==> src/rtl/msm_pkg.sv <==
package msm_pkg;

    localparam int OFF_W       = 17;
    localparam int SRAM_AW     = 13;
    localparam int REG_AW      = 7;
    localparam int BANK_W      = 2;
    localparam logic [15:0] SRAM_BASE  = 16'hE000;
    localparam logic [15:0] REG_BASE   = 16'hDF80;
    localparam logic [15:0] FLASH_LAST = 16'hDEFF;
    localparam logic [7:0]  IDATA_PAGE = 8'h1F;

    typedef enum logic [1:0] {
        SPC_EXT  = 2'd0,
        SPC_CODE = 2'd1,
        SPC_INT  = 2'd2,
        SPC_REG  = 2'd3
    } space_e;

    typedef enum logic [1:0] {
        TGT_NONE  = 2'd0,
        TGT_FLASH = 2'd1,
        TGT_SRAM  = 2'd2,
        TGT_REGS  = 2'd3
    } tgt_e;

    typedef struct packed {
        logic              unify;
        logic [BANK_W-1:0] bank;
    } memctl_t;

    typedef struct packed {
        tgt_e             tgt;
        logic [OFF_W-1:0] off;
        logic             retain;
    } map_res_t;

    function automatic map_res_t res_none();
        map_res_t r;
        r.tgt    = TGT_NONE;
        r.off    = '0;
        r.retain = 1'b0;
        return r;
    endfunction

    function automatic map_res_t res_flash(input logic [OFF_W-1:0] o);
        map_res_t r;
        r.tgt    = TGT_FLASH;
        r.off    = o;
        r.retain = 1'b0;
        return r;
    endfunction

    function automatic map_res_t res_sram(input logic [SRAM_AW-1:0] o);
        map_res_t r;
        r.tgt    = TGT_SRAM;
        r.off    = {{(OFF_W-SRAM_AW){1'b0}}, o};
        r.retain = o[SRAM_AW-1];
        return r;
    endfunction

    function automatic map_res_t res_regs(input logic [REG_AW-1:0] i);
        map_res_t r;
        r.tgt    = TGT_REGS;
        r.off    = {{(OFF_W-REG_AW){1'b0}}, i};
        r.retain = 1'b0;
        return r;
    endfunction

endpackage

==> src/rtl/msm_ctl_reg.sv <==
module msm_ctl_reg
    import msm_pkg::*;
(
    input  logic    clk,
    input  logic    rst,
    input  logic    we,
    input  memctl_t wdata,
    output memctl_t q
);

    always_ff @(posedge clk) begin
        if (rst)
            q <= '0;
        else if (we)
            q <= wdata;
    end

    assert_ctl_write_R2: assert property (@(posedge clk) disable iff (rst)
        we |=> (q == $past(wdata)));

    assert_ctl_hold_R2: assert property (@(posedge clk) disable iff (rst)
        !we |=> $stable(q));

endmodule

==> src/rtl/msm_unified_dec.sv <==
module msm_unified_dec
    import msm_pkg::*;
#(
    parameter bit           BIG_FLASH = 1'b1,
    parameter bit           CODE_VIEW = 1'b0,
    parameter logic [127:0] CORE_MASK = '0
)(
    input  logic [15:0]       addr,
    input  logic [BANK_W-1:0] bank,
    output map_res_t          res
);

    logic [OFF_W-1:0] upper_flash;

    generate
        if (CODE_VIEW) begin : g_banked
            assign upper_flash = {bank, addr[14:0]};
        end else begin : g_linear
            assign upper_flash = {{(OFF_W-16){1'b0}}, addr};
        end
    endgenerate

    always_comb begin
        if (addr >= SRAM_BASE)
            res = res_sram(addr[SRAM_AW-1:0]);
        else if (addr >= REG_BASE)
            res = CORE_MASK[addr[REG_AW-1:0]] ? res_none() : res_regs(addr[REG_AW-1:0]);
        else if (addr > FLASH_LAST)
            res = res_none();
        else if (!addr[15])
            res = res_flash({{(OFF_W-16){1'b0}}, addr});
        else if (!BIG_FLASH)
            res = res_none();
        else
            res = res_flash(upper_flash);
    end

endmodule

==> src/rtl/msm_code_dec.sv <==
module msm_code_dec
    import msm_pkg::*;
#(
    parameter bit BIG_FLASH = 1'b1
)(
    input  logic [15:0] addr,
    input  memctl_t     ctl,
    input  map_res_t    uni_res,
    output map_res_t    res
);

    map_res_t split_res;

    always_comb begin
        if (!addr[15])
            split_res = res_flash({{(OFF_W-16){1'b0}}, addr});
        else if (BIG_FLASH)
            split_res = res_flash({ctl.bank, addr[14:0]});
        else
            split_res = res_none();
    end

    assign res = ctl.unify ? uni_res : split_res;

endmodule

==> src/rtl/mem_space_mapper.sv <==
module mem_space_mapper
    import msm_pkg::*;
#(
    parameter int           FLASH_KB  = 128,
    parameter logic [127:0] CORE_MASK = 128'h0001_0001_0001_0000_0000_0000_0000_000E
)(
    input  logic        clk,
    input  logic        rst,
    input  logic        ctl_we,
    input  logic [2:0]  ctl_wdata,
    output logic [2:0]  ctl_rdata,
    input  logic [1:0]  acc_space,
    input  logic [15:0] acc_addr,
    output logic [1:0]  tgt_sel,
    output logic [16:0] phys_off,
    output logic        unmapped,
    output logic        retain
);

    localparam bit BIG_FLASH = (FLASH_KB > 32);

    memctl_t  ctl_q;
    map_res_t ext_res, cview_res, code_res, sel_res;

    msm_ctl_reg u_ctl (
        .clk   (clk),
        .rst   (rst),
        .we    (ctl_we),
        .wdata (memctl_t'(ctl_wdata)),
        .q     (ctl_q)
    );

    msm_unified_dec #(.BIG_FLASH(BIG_FLASH), .CODE_VIEW(1'b0), .CORE_MASK(CORE_MASK)) u_ext (
        .addr (acc_addr),
        .bank (ctl_q.bank),
        .res  (ext_res)
    );

    msm_unified_dec #(.BIG_FLASH(BIG_FLASH), .CODE_VIEW(1'b1), .CORE_MASK(CORE_MASK)) u_cview (
        .addr (acc_addr),
        .bank (ctl_q.bank),
        .res  (cview_res)
    );

    msm_code_dec #(.BIG_FLASH(BIG_FLASH)) u_code (
        .addr    (acc_addr),
        .ctl     (ctl_q),
        .uni_res (cview_res),
        .res     (code_res)
    );

    always_comb begin
        case (space_e'(acc_space))
            SPC_EXT:  sel_res = ext_res;
            SPC_CODE: sel_res = code_res;
            SPC_INT:  sel_res = res_sram({IDATA_PAGE[SRAM_AW-9:0], acc_addr[7:0]});
            default:  sel_res = acc_addr[7] ? res_regs(acc_addr[REG_AW-1:0]) : res_none();
        endcase
    end

    assign ctl_rdata = ctl_q;
    assign tgt_sel   = sel_res.tgt;
    assign phys_off  = sel_res.off;
    assign retain    = sel_res.retain;
    assign unmapped  = (sel_res.tgt == TGT_NONE);

    assert_retain_sram_R12: assert property (@(posedge clk) disable iff (rst)
        retain |-> (tgt_sel == TGT_SRAM && phys_off >= 17'h01000));

    assert_split_no_ram_R8: assert property (@(posedge clk) disable iff (rst)
        (acc_space == SPC_CODE && !ctl_rdata[2]) |-> (tgt_sel != TGT_SRAM && tgt_sel != TGT_REGS));

    assert_ext_sram_R3: assert property (@(posedge clk) disable iff (rst)
        (acc_space == SPC_EXT && acc_addr >= 16'hE000)
            |-> (tgt_sel == TGT_SRAM && phys_off == {4'd0, acc_addr[12:0]}));

    assert_bank_off_R9: assert property (@(posedge clk) disable iff (rst)
        (BIG_FLASH && acc_space == SPC_CODE && acc_addr[15] && acc_addr < 16'hDF00)
            |-> (tgt_sel == TGT_FLASH && phys_off == {ctl_rdata[1:0], acc_addr[14:0]}));

    assert_none_zero_R13: assert property (@(posedge clk) disable iff (rst)
        unmapped |-> (phys_off == '0 && !retain));

    assert_idata_R10: assert property (@(posedge clk) disable iff (rst)
        (acc_space == SPC_INT) |-> (tgt_sel == TGT_SRAM && phys_off[12:8] == 5'h1F));

endmodule

==> config.mk <==
export PLATFORM = sky130hd
export DESIGN_NAME = mem_space_mapper
export DESIGN_NICKNAME = d
export VERILOG_FILES = /design/src/rtl/msm_pkg.sv /design/src/rtl/msm_ctl_reg.sv /design/src/rtl/msm_unified_dec.sv /design/src/rtl/msm_code_dec.sv /design/src/rtl/mem_space_mapper.sv
export SDC_FILE = /design/constraint.sdc
export NUM_CORES = 1
export LEC_CHECK = 0
export BUFFER_PORTS_ARGS = -buffer_cell sky130_fd_sc_hd__buf_2
export CORE_UTILIZATION = 33
export CTS_BUF_LIST = sky130_fd_sc_hd__clkbuf_16
export DETAILED_ROUTE_END_ITERATION = 6
export PLACE_DENSITY = 0.77
export SKIP_LAST_GASP = 1
export SLEW_MARGIN = 30
export SYNTH_ARGS = -nofsm -noshare
export SYNTH_HDL_FRONTEND = slang
export SYNTH_SLANG_ARGS = --single-unit
==> constraint.sdc <==
create_clock -name clk -period 2.15 [get_ports clk]
set_input_delay 0.215 -clock clk [delete_from_list [all_inputs] [get_ports clk]]
set_output_delay 0.215 -clock clk [all_outputs]
set_load 0.03 [all_outputs]
---- After elaboration in Yosys (flattened, before gate mapping) ----
Memories as Yosys holds them, arrays and structs flattened.
Index checks and enable logic that the tools add are counted.
word-level totals
  register bits ........................... 3
  ROM bits ................................ 128
  input bits .............................. 24
  output and inout port bits .............. 24
  logic and storage cells ................. 24
  memories ................................ 1
operators by class
  $lt $le $gt $ge ......................... 4
  eq/ne operators ......................... 2
  muxes and demuxes ....................... 13
  reductions and logical operators ........ 2
memories
  memory           words  width  rd ports  clocked after memory_dff  wr ports  RTL line               RTL
  (no name shown)  128    1      1         0                         0         msm_unified_dec.sv:27  res = CORE_MASK[addr[REG_AW-1:0]] ? res_none() : res_regs(addr[REG_AW-1:0]);
operators with widths
  kind                    count
  $mux W20                9
  $pmux W20 S3            1
  $ge A16 B16 Y1 const B  2
  $mux W18                1
  $mux W17                1
  $gt A16 B16 Y1 const B  1
  $lt A7 B8 Y1 const B    1
  $logic_not A2 Y1        2
  $eq A2 B1 Y1 const B    1
  $eq A2 B2 Y1 const B    1
  $mux W1                 1

---- Logic depth before layout (Yosys ltp) ----
Gate-level depths: netlist (run 1).
  depth in word-level cells ............... 8
  mapped depth ............................ 6
  mapped depth without buffers ............ 4

---- By module ----
Synthesis (run 1) repeated with hierarchy kept, for this count alone.
unflattened totals
  cell total of the unflattened synthesis .. 175
  area, all modules ....................... 1307.5 sq um
modules (own cells, without submodules)
  module                     times used  cells each  area each (sq um)  sequential area each (sq um)
  mem_space_mapper           1           69          434.2              0.0
  msm_code_dec               1           23          290.3              0.0
  msm_unified_dec (u_ext)    1           37          241.5              0.0
  msm_unified_dec (u_cview)  1           37          240.2              0.0
  msm_ctl_reg                1           9           101.3              60.1

---- Worst setup path after synthesis (run 1) ----
Ideal clock, no wire load.
  path type ............................... input -> output
  start point ............................. input acc_addr[6]
  end point ............................... output unmapped
  data arrival time ....................... 1.897 ns
  required time ........................... 1.935 ns
  slack ................................... 0.038 ns
  stages .................................. 4
  buffers on the path ..................... 0
  cell sequence ........................... or3_1 or4_4 and3_1 o21ai_0
on the way
  longest elaborated chain between the ends .. 8
  elaborated cells between the ends (all ways) .. 15
  those cells by class .................... order compare: 3; mux: 10; reduce/logical: 1; memory: 1
RTL lines
  element                        RTL line                RTL
  from (decl)                    mem_space_mapper.sv:13  input logic [15:0] acc_addr,
  $mem_v2 Z128 W1                --
  $mux W1 (not written as such)  msm_unified_dec.sv:27
  $mux W20                       msm_unified_dec.sv:27
  $mux W20                       msm_unified_dec.sv:26   else if (addr >= REG_BASE)
  $mux W20                       msm_unified_dec.sv:24   if (addr >= SRAM_BASE)
  $mux W20                       msm_code_dec.sv:23      assign res = ctl.unify ? uni_res : split_res;
  $pmux W20 S3 (*)               mem_space_mapper.sv:53  case (space_e'(acc_space))
  $logic_not A2 Y1 (*)           mem_space_mapper.sv:65  assign unmapped = (sel_res.tgt == TGT_NONE);
  to (decl)                      mem_space_mapper.sv:16  output logic unmapped,
Every way passes the cells marked *; elsewhere a longest branch is shown, timed or not. The select of a mux whose other input is x is not followed.

---- Worst setup path in the final report (run 1) ----
  start point ............................. input acc_addr[6]
  end point ............................... output tgt_sel[0]
on the way
  longest elaborated chain between the ends .. 7
  elaborated cells between the ends (all ways) .. 14
  those cells by class .................... order compare: 3; mux: 10; memory: 1
RTL lines
  element                        RTL line                RTL
  $mem_v2 Z128 W1                --
  $mux W1 (not written as such)  msm_unified_dec.sv:27
  $mux W20                       msm_unified_dec.sv:27
  $mux W20                       msm_unified_dec.sv:26
  $mux W20                       msm_unified_dec.sv:24
  $mux W20                       msm_code_dec.sv:23
  $pmux W20 S3 (*)               mem_space_mapper.sv:53
  to (decl)                      mem_space_mapper.sv:14  output logic [1:0] tgt_sel,
Marked as above.

==> flow_summary.ini, run 1 <==
[route]
detailedRoute.firstPassIterationCount = 4
drt_drc_violations_left = 0
route.antenna.remaining_nets = 0
first_iter_violations = 18
routed_wire_length_per_instance_um = 10.4
detailroute.via_count = 705
drt-vias-per-instance = 5.30
drt-total-wl_mm = 1.38

[critical_path]
critPathKind = in2out
critPathCaptureType = output pin
rr_worst_depth = 2
worstSetupStartpointType = input port
required_time_at_the_endpoint_of_the_critical_path_ns = 1.93
crit_start = acc_addr[6]
reg2reg_from = u_ctl.q[2]$_SDFFE_PP0P_
crit_fanout = 3
worst_r2r_endpoint = u_ctl.q[2]$_SDFFE_PP0P_
timing.critical_path.to = tgt_sel[0]
setup.reg_to_reg.worst_slack_ns = 1.54
worstPathArrival_ns = 1.79

[floorplanning]
dieArea_sq_mm = 0.00151
dieHeight_um = 38.8
placement_rows = 12
effective_utilization_at_floorplan = 0.378
core_area_sq_mm = 0.00119
num_io_pins = 48
die-width_um = 38.8

[layout]
total_inserted_antenna_cells = 0
areaGrowthSynthToFinish_pct = 72.3
largest_register_ffs = 3
design.final.nets = 144
layout.core_utilization = 0.651
post_route_cells_drive_above_1_share = 0.445
fillCellCount = 113
max_flop_register = u_ctl.q
regs_by_ff_count = u_ctl.q x3

[yosys]
synth.top_cell.area_share = 0.134
post_synth_xor_area_fraction = 0
ys_top_cells_by_count = 13 x nor2_1, 10 x nand2_1, 5 x a21o_1
yosys.area_share.adder = 0
main_combinational_cell_family_by_area_after_synthesis = simple AND/OR/NAND/NOR gates
synth_simple_gate_area_share = 0.472
multiplexer_fraction_of_the_synthesized_cell_area = 0.0670
net_count_of_the_mapped_netlist = 94
synth.ff_latch_count = 3
synth.area.top_cells = dfxtp_1 13%, nor2_1 11%, a21o_1 8.4%
synthesis.area_sq_um = 448
synth-edff-count = 0
synthMostInstantiatedCell = nor2_1
synth_ff_type = dfxtp_1
yosysUniqueCellTypes = 27
synth-async-reset-ratio = 0
synthesis.instances = 70
synth.avg_cell_area_sq_um = 6.40
synth_compound_gate_area_share = 0.302
synth_area_leader_cell = dfxtp_1
synth-warning-count = 0
synth_seq_area_share = 0.134

[global_route]
global_route_wire_length_before_repair_mm = 1.72
overflow = 0
first_global_vias = 456
grt_start_max_net_pins = 11
grt_antenna_before_repair = 0
grt.total_usage = 0.168

[clocking]
root_buffer = clkbuf_16
clk_path_buf_depth = 2
numCtsBuffers = 3
hold_buffers = 0
clk_pin_slew_worst_paths_ns = 0.03
htreeDepth = 1
tritoncts = done
post_cts_resized = 0
post_cts_buffers = 0
clock_sink_count = 3
worstSkewPairLatency_ns = 0.22

[sta]
report.final.slew_viol_count = 0
setup_repair_after_global_routing_missed_its_margin = false
hold_viol_final = 0
finClkSkew_ns = 0
final.period_utilization = 0.931
fmax_ghz = 0.500
finalSetupTns_ns = 0
period_minus_slack_ns = 2.00
max-slew-margin-rel = 0.734
finalSetupViolCount = 0
worstMarginPinSlew_ns = 0.394

[place]
hpwl_after_detailed_placement_mm = 1.12
globalplace.congestion = 0.677
placement.io_buffers = 47

[job]
cap_violations = 0

[power_and_ir_drop]
power_density_mw_per_mm2 = 680
irDropWorstVdd_uv = 821
total_power_w = 0.000525
p_leak_nw = 0.454

[min_path]
worst_hold_path_type = in2reg
timing.hold.worst_path_depth = 2
worstHoldStart = rst

[run_status]
run_status = finished clean
## metrics by stage
step                      instance area [sq um]  hold slack [ns]  setup WS, ns  std cells
after floorplan                             448            0.287        0.0381         70
after global placement                      693            0.409         0.164        129
after detailed placement                    693            0.418         0.152        129
after CTS                                   772            0.185         0.145        133
after global routing                        772            0.192         0.119        133
final                                       772            0.186         0.149        133
## layout by cell type, fill, tap and decap left out, drive strengths merged
cell     Yosys  routed
buf          1      47
nor2        13      13
nand2       10      10
a21o         5       5
and3         4       4
nand3        3       3
o21ai        3       3
nand2b       3       3
a21oi        3       3
mux2i        3       3
clkbuf       1       3
dfxtp        3       3
a31oi        3       3
inv          1       2
nand4        2       2
and2         2       2
a221oi       1       1
o2111ai      1       1
or3          1       1
or4          1       1
nand4bb      1       1
or2          1       1
nor2b        1       1
a211o        1       1
a211oi       1       1
a41oi        1       1
## cell type report
cell class,instances,area [sq um],share of cell area
Inverter,1,3.75,0.00486
Clock inverter,1,3.75,0.00486
Tap cell,14,17.5,0.0227
Sequential cell,3,60.1,0.0778
Clock buffer,3,75.1,0.0972
Timing Repair Buffer,47,235,0.305
Multi-Input combinational cell,64,377,0.488
## power by group
part	switching (W)	total (W)	internal (W)	leakage, nW
registers	0.00000255	0.0000620	0.0000595	0.0248
clock network	0.0000521	0.000292	0.000240	0.0423
logic	0.000112	0.000171	0.0000582	0.387
## layer usage
metal | part of all wire | track usage | vias to the layer above
li1 | - | - | 356
met1 | 0.43 | 0.190 | 316
met2 | 0.50 | 0.271 | 31
met3 | 0.063 | 0.0347 | 2
met4 | 0.014 | 0.129 | 0
met5 | 0 | 0 | -
## worst min path at each step
stage,end,slack (ns)
finish,u_ctl.q[1]$_SDFFE_PP0P_,0.19
global route,u_ctl.q[1]$_SDFFE_PP0P_,0.19
CTS,u_ctl.q[1]$_SDFFE_PP0P_,0.19
detailed placement,u_ctl.q[1]$_SDFFE_PP0P_,0.42
global placement,u_ctl.q[0]$_SDFFE_PP0P_,0.41
floorplan,u_ctl.q[0]$_SDFFE_PP0P_,0.29
## kinds of logic after synthesis
kind of cell    count (synthesis)
simple gates                   42
compound gates                 19
mux                             3
flops                           3
buf+inv                         3
## critical path: stages
cell     delay, ns
buf_2         0.11
or3_1         0.36
or4_4         0.43
and3_1        0.21
a211o_1       0.29
buf_2         0.18
Power figures use the tool's default switching activity.
==> run 2, diff against run 1 <==
--- a/config.mk
+++ b/config.mk
@@ -6,6 +6,7 @@
 export NUM_CORES = 1
 export LEC_CHECK = 0
 export BUFFER_PORTS_ARGS = -buffer_cell sky130_fd_sc_hd__buf_2
+export CORE_MARGIN = 2
 export CORE_UTILIZATION = 33
 export CTS_BUF_LIST = sky130_fd_sc_hd__clkbuf_16
 export DETAILED_ROUTE_END_ITERATION = 6
==> flow_summary.ini, run 2 (synthesis gave the netlist of run 1 again) <==
[critical_path]
rr_worst_depth = 2
required_time_at_the_endpoint_of_the_critical_path_ns = 1.93
crit_path_cell_trace = buf_2 > or3_1 > or4_4 > and3_1 > a211o_1 > buf_2
worstPathArrival_ns = 1.81
crit_fanout = 3
critPathKind = in2out
critical-path-top-cell-by-count = buf_2
worstSetupStartpointType = input port
timing.critical_path.slowest_stage_cell = or4_4
reg2reg_from = u_ctl.q[2]$_SDFFE_PP0P_
crit_start = acc_addr[6]
timing.critical_path.to = tgt_sel[0]
setup.reg_to_reg.worst_slack_ns = 1.53
critPathCaptureType = output pin
crit_family = simple AND/OR/NAND/NOR gates
path_depth = 6
worst_r2r_endpoint = u_ctl.q[2]$_SDFFE_PP0P_
critical-path-max-stage-delay_ns = 0.45
cp_num_buf_inv = 2

[power_and_ir_drop]
total_power_w = 0.000519
internal_power_w = 0.000357
p_sw_frac = 0.312
power.sequential.fraction = 0.120
power_density_mw_per_mm2 = 671
irDropWorstVdd_uv = 856
p_leak_nw = 0.454
net-switching-power_w = 0.000162
comb_power_share = 0.329
p_clk_frac = 0.550

[sta]
finClkSkew_ns = 0
holdWs_ns = 0.191
final.period_utilization = 0.943
report.final.slew_viol_count = 0
worstMarginPinSlew_ns = 0.435
finalSetupTns_ns = 0
hold_viol_final = 0
max-slew-margin-rel = 0.709
fmax_ghz = 0.493
period_minus_slack_ns = 2.03
finalSetupViolCount = 0
setup_repair_after_global_routing_missed_its_margin = false

[clocking]
post_cts_buffers = 0
root_buffer = clkbuf_16
numCtsBuffers = 3
post_cts_resized = 0
clk_pin_slew_worst_paths_ns = 0.03
htreeDepth = 1
worstSkewPairLatency_ns = 0.22
tritoncts = done
hold_buffers = 0
clk_path_buf_depth = 2
clock_sink_count = 3

[route]
drt-vias-per-instance = 5.20
drt-total-wl_mm = 1.46
route.antenna.remaining_nets = 0
detailroute.via_count = 697
first_iter_violations = 9
routed_wire_length_per_instance_um = 10.9
detailedRoute.firstPassIterationCount = 4
drt_drc_violations_left = 0

[run_status]
run_status = finished clean

[floorplanning]
dieHeight_um = 40.8
num_io_pins = 48
dieArea_sq_mm = 0.00167
core_area_sq_mm = 0.00128
effective_utilization_at_floorplan = 0.349
die-width_um = 40.8
placement_rows = 13

[global_route]
first_global_vias = 547
overflow = 0
grt_start_max_net_pins = 11
global_route_wire_length_before_repair_mm = 2.06
grt.total_usage = 0.179
grt_antenna_before_repair = 0

[layout]
areaGrowthSynthToFinish_pct = 72.6
fillCellCount = 130
max_flop_register = u_ctl.q
regs_by_ff_count = u_ctl.q x3
design.final.nets = 144
post_route_cells_drive_above_1_share = 0.445
layout.cells.most_common = buf_2
total_inserted_antenna_cells = 0
mostFrequentLayoutCells = 47 x buf_2, 13 x nor2_1, 10 x nand2_1
largest_register_ffs = 3
layout.core_utilization = 0.602

[place]
globalplace.congestion = 0.731
hpwl_after_detailed_placement_mm = 1.21
placement.io_buffers = 47

[min_path]
worst_hold_path_type = in2reg

[job]
cap_violations = 0
[run 2: cell counts in the layout (fill, tap and decap cells not counted)]
Identical to the previous run, type by type.
[run 2: worst min-delay path by stage]
| stage | slack [ns] | endpoint | startpoint | cells after the start |
|---|---|---|---|---|
| floorplan | 0.29 | u_ctl.q[0]$_SDFFE_PP0P_ | rst | 1 |
| detailed placement | 0.42 | u_ctl.q[1]$_SDFFE_PP0P_ | rst | 2 |
| CTS | 0.19 | u_ctl.q[2]$_SDFFE_PP0P_ | rst | 2 |
| global placement | 0.41 | u_ctl.q[0]$_SDFFE_PP0P_ | rst | 2 |
| finish | 0.19 | u_ctl.q[2]$_SDFFE_PP0P_ | rst | 2 |
| global route | 0.19 | u_ctl.q[2]$_SDFFE_PP0P_ | rst | 2 |
[run 2: power by group through the flow]
stage	clock network [W]	registers, W	logic [W]
floorplan	0	0.0000692	0.000101
detailed placement	0	0.0000633	0.000170
finish	0.000286	0.0000625	0.000171
global route	0.000299	0.0000632	0.000186
global placement	0	0.0000632	0.000169
CTS	0.000289	0.0000626	0.000171
[run 2: area by class of cell]
class,instances,area (sq um),area share
repair buffers,47,235,0.304
flip-flops and latches,3,60.1,0.0777
clock inverters,1,3.75,0.00485
multi-input cells,64,377,0.487
well taps,15,18.8,0.0243
clock buffers,3,75.1,0.0971
inverters,1,3.75,0.00485
[run 2: through the flow]
step / cells / area, sq um / setup slack, ns
2_1_floorplan: 70 / 448 / 0.0381
3_3_place_gp: 130 / 694 / 0.153
3_5_place_dp: 130 / 694 / 0.130
4_1_cts: 134 / 773 / 0.127
5_1_grt: 134 / 773 / 0.0518
6_report: 134 / 773 / 0.122
[run 2: routing by layer]
| layer | share of wire | vias up | GRT usage |
|---|---|---|---|
| met3 | 0.074 | 0 | 0.0489 |
| met1 | 0.43 | 314 | 0.207 |
| met2 | 0.50 | 25 | 0.324 |
| met4 | 0 | 0 | 0.0333 |
| li1 | - | 358 | - |
| met5 | 0 | - | 0 |
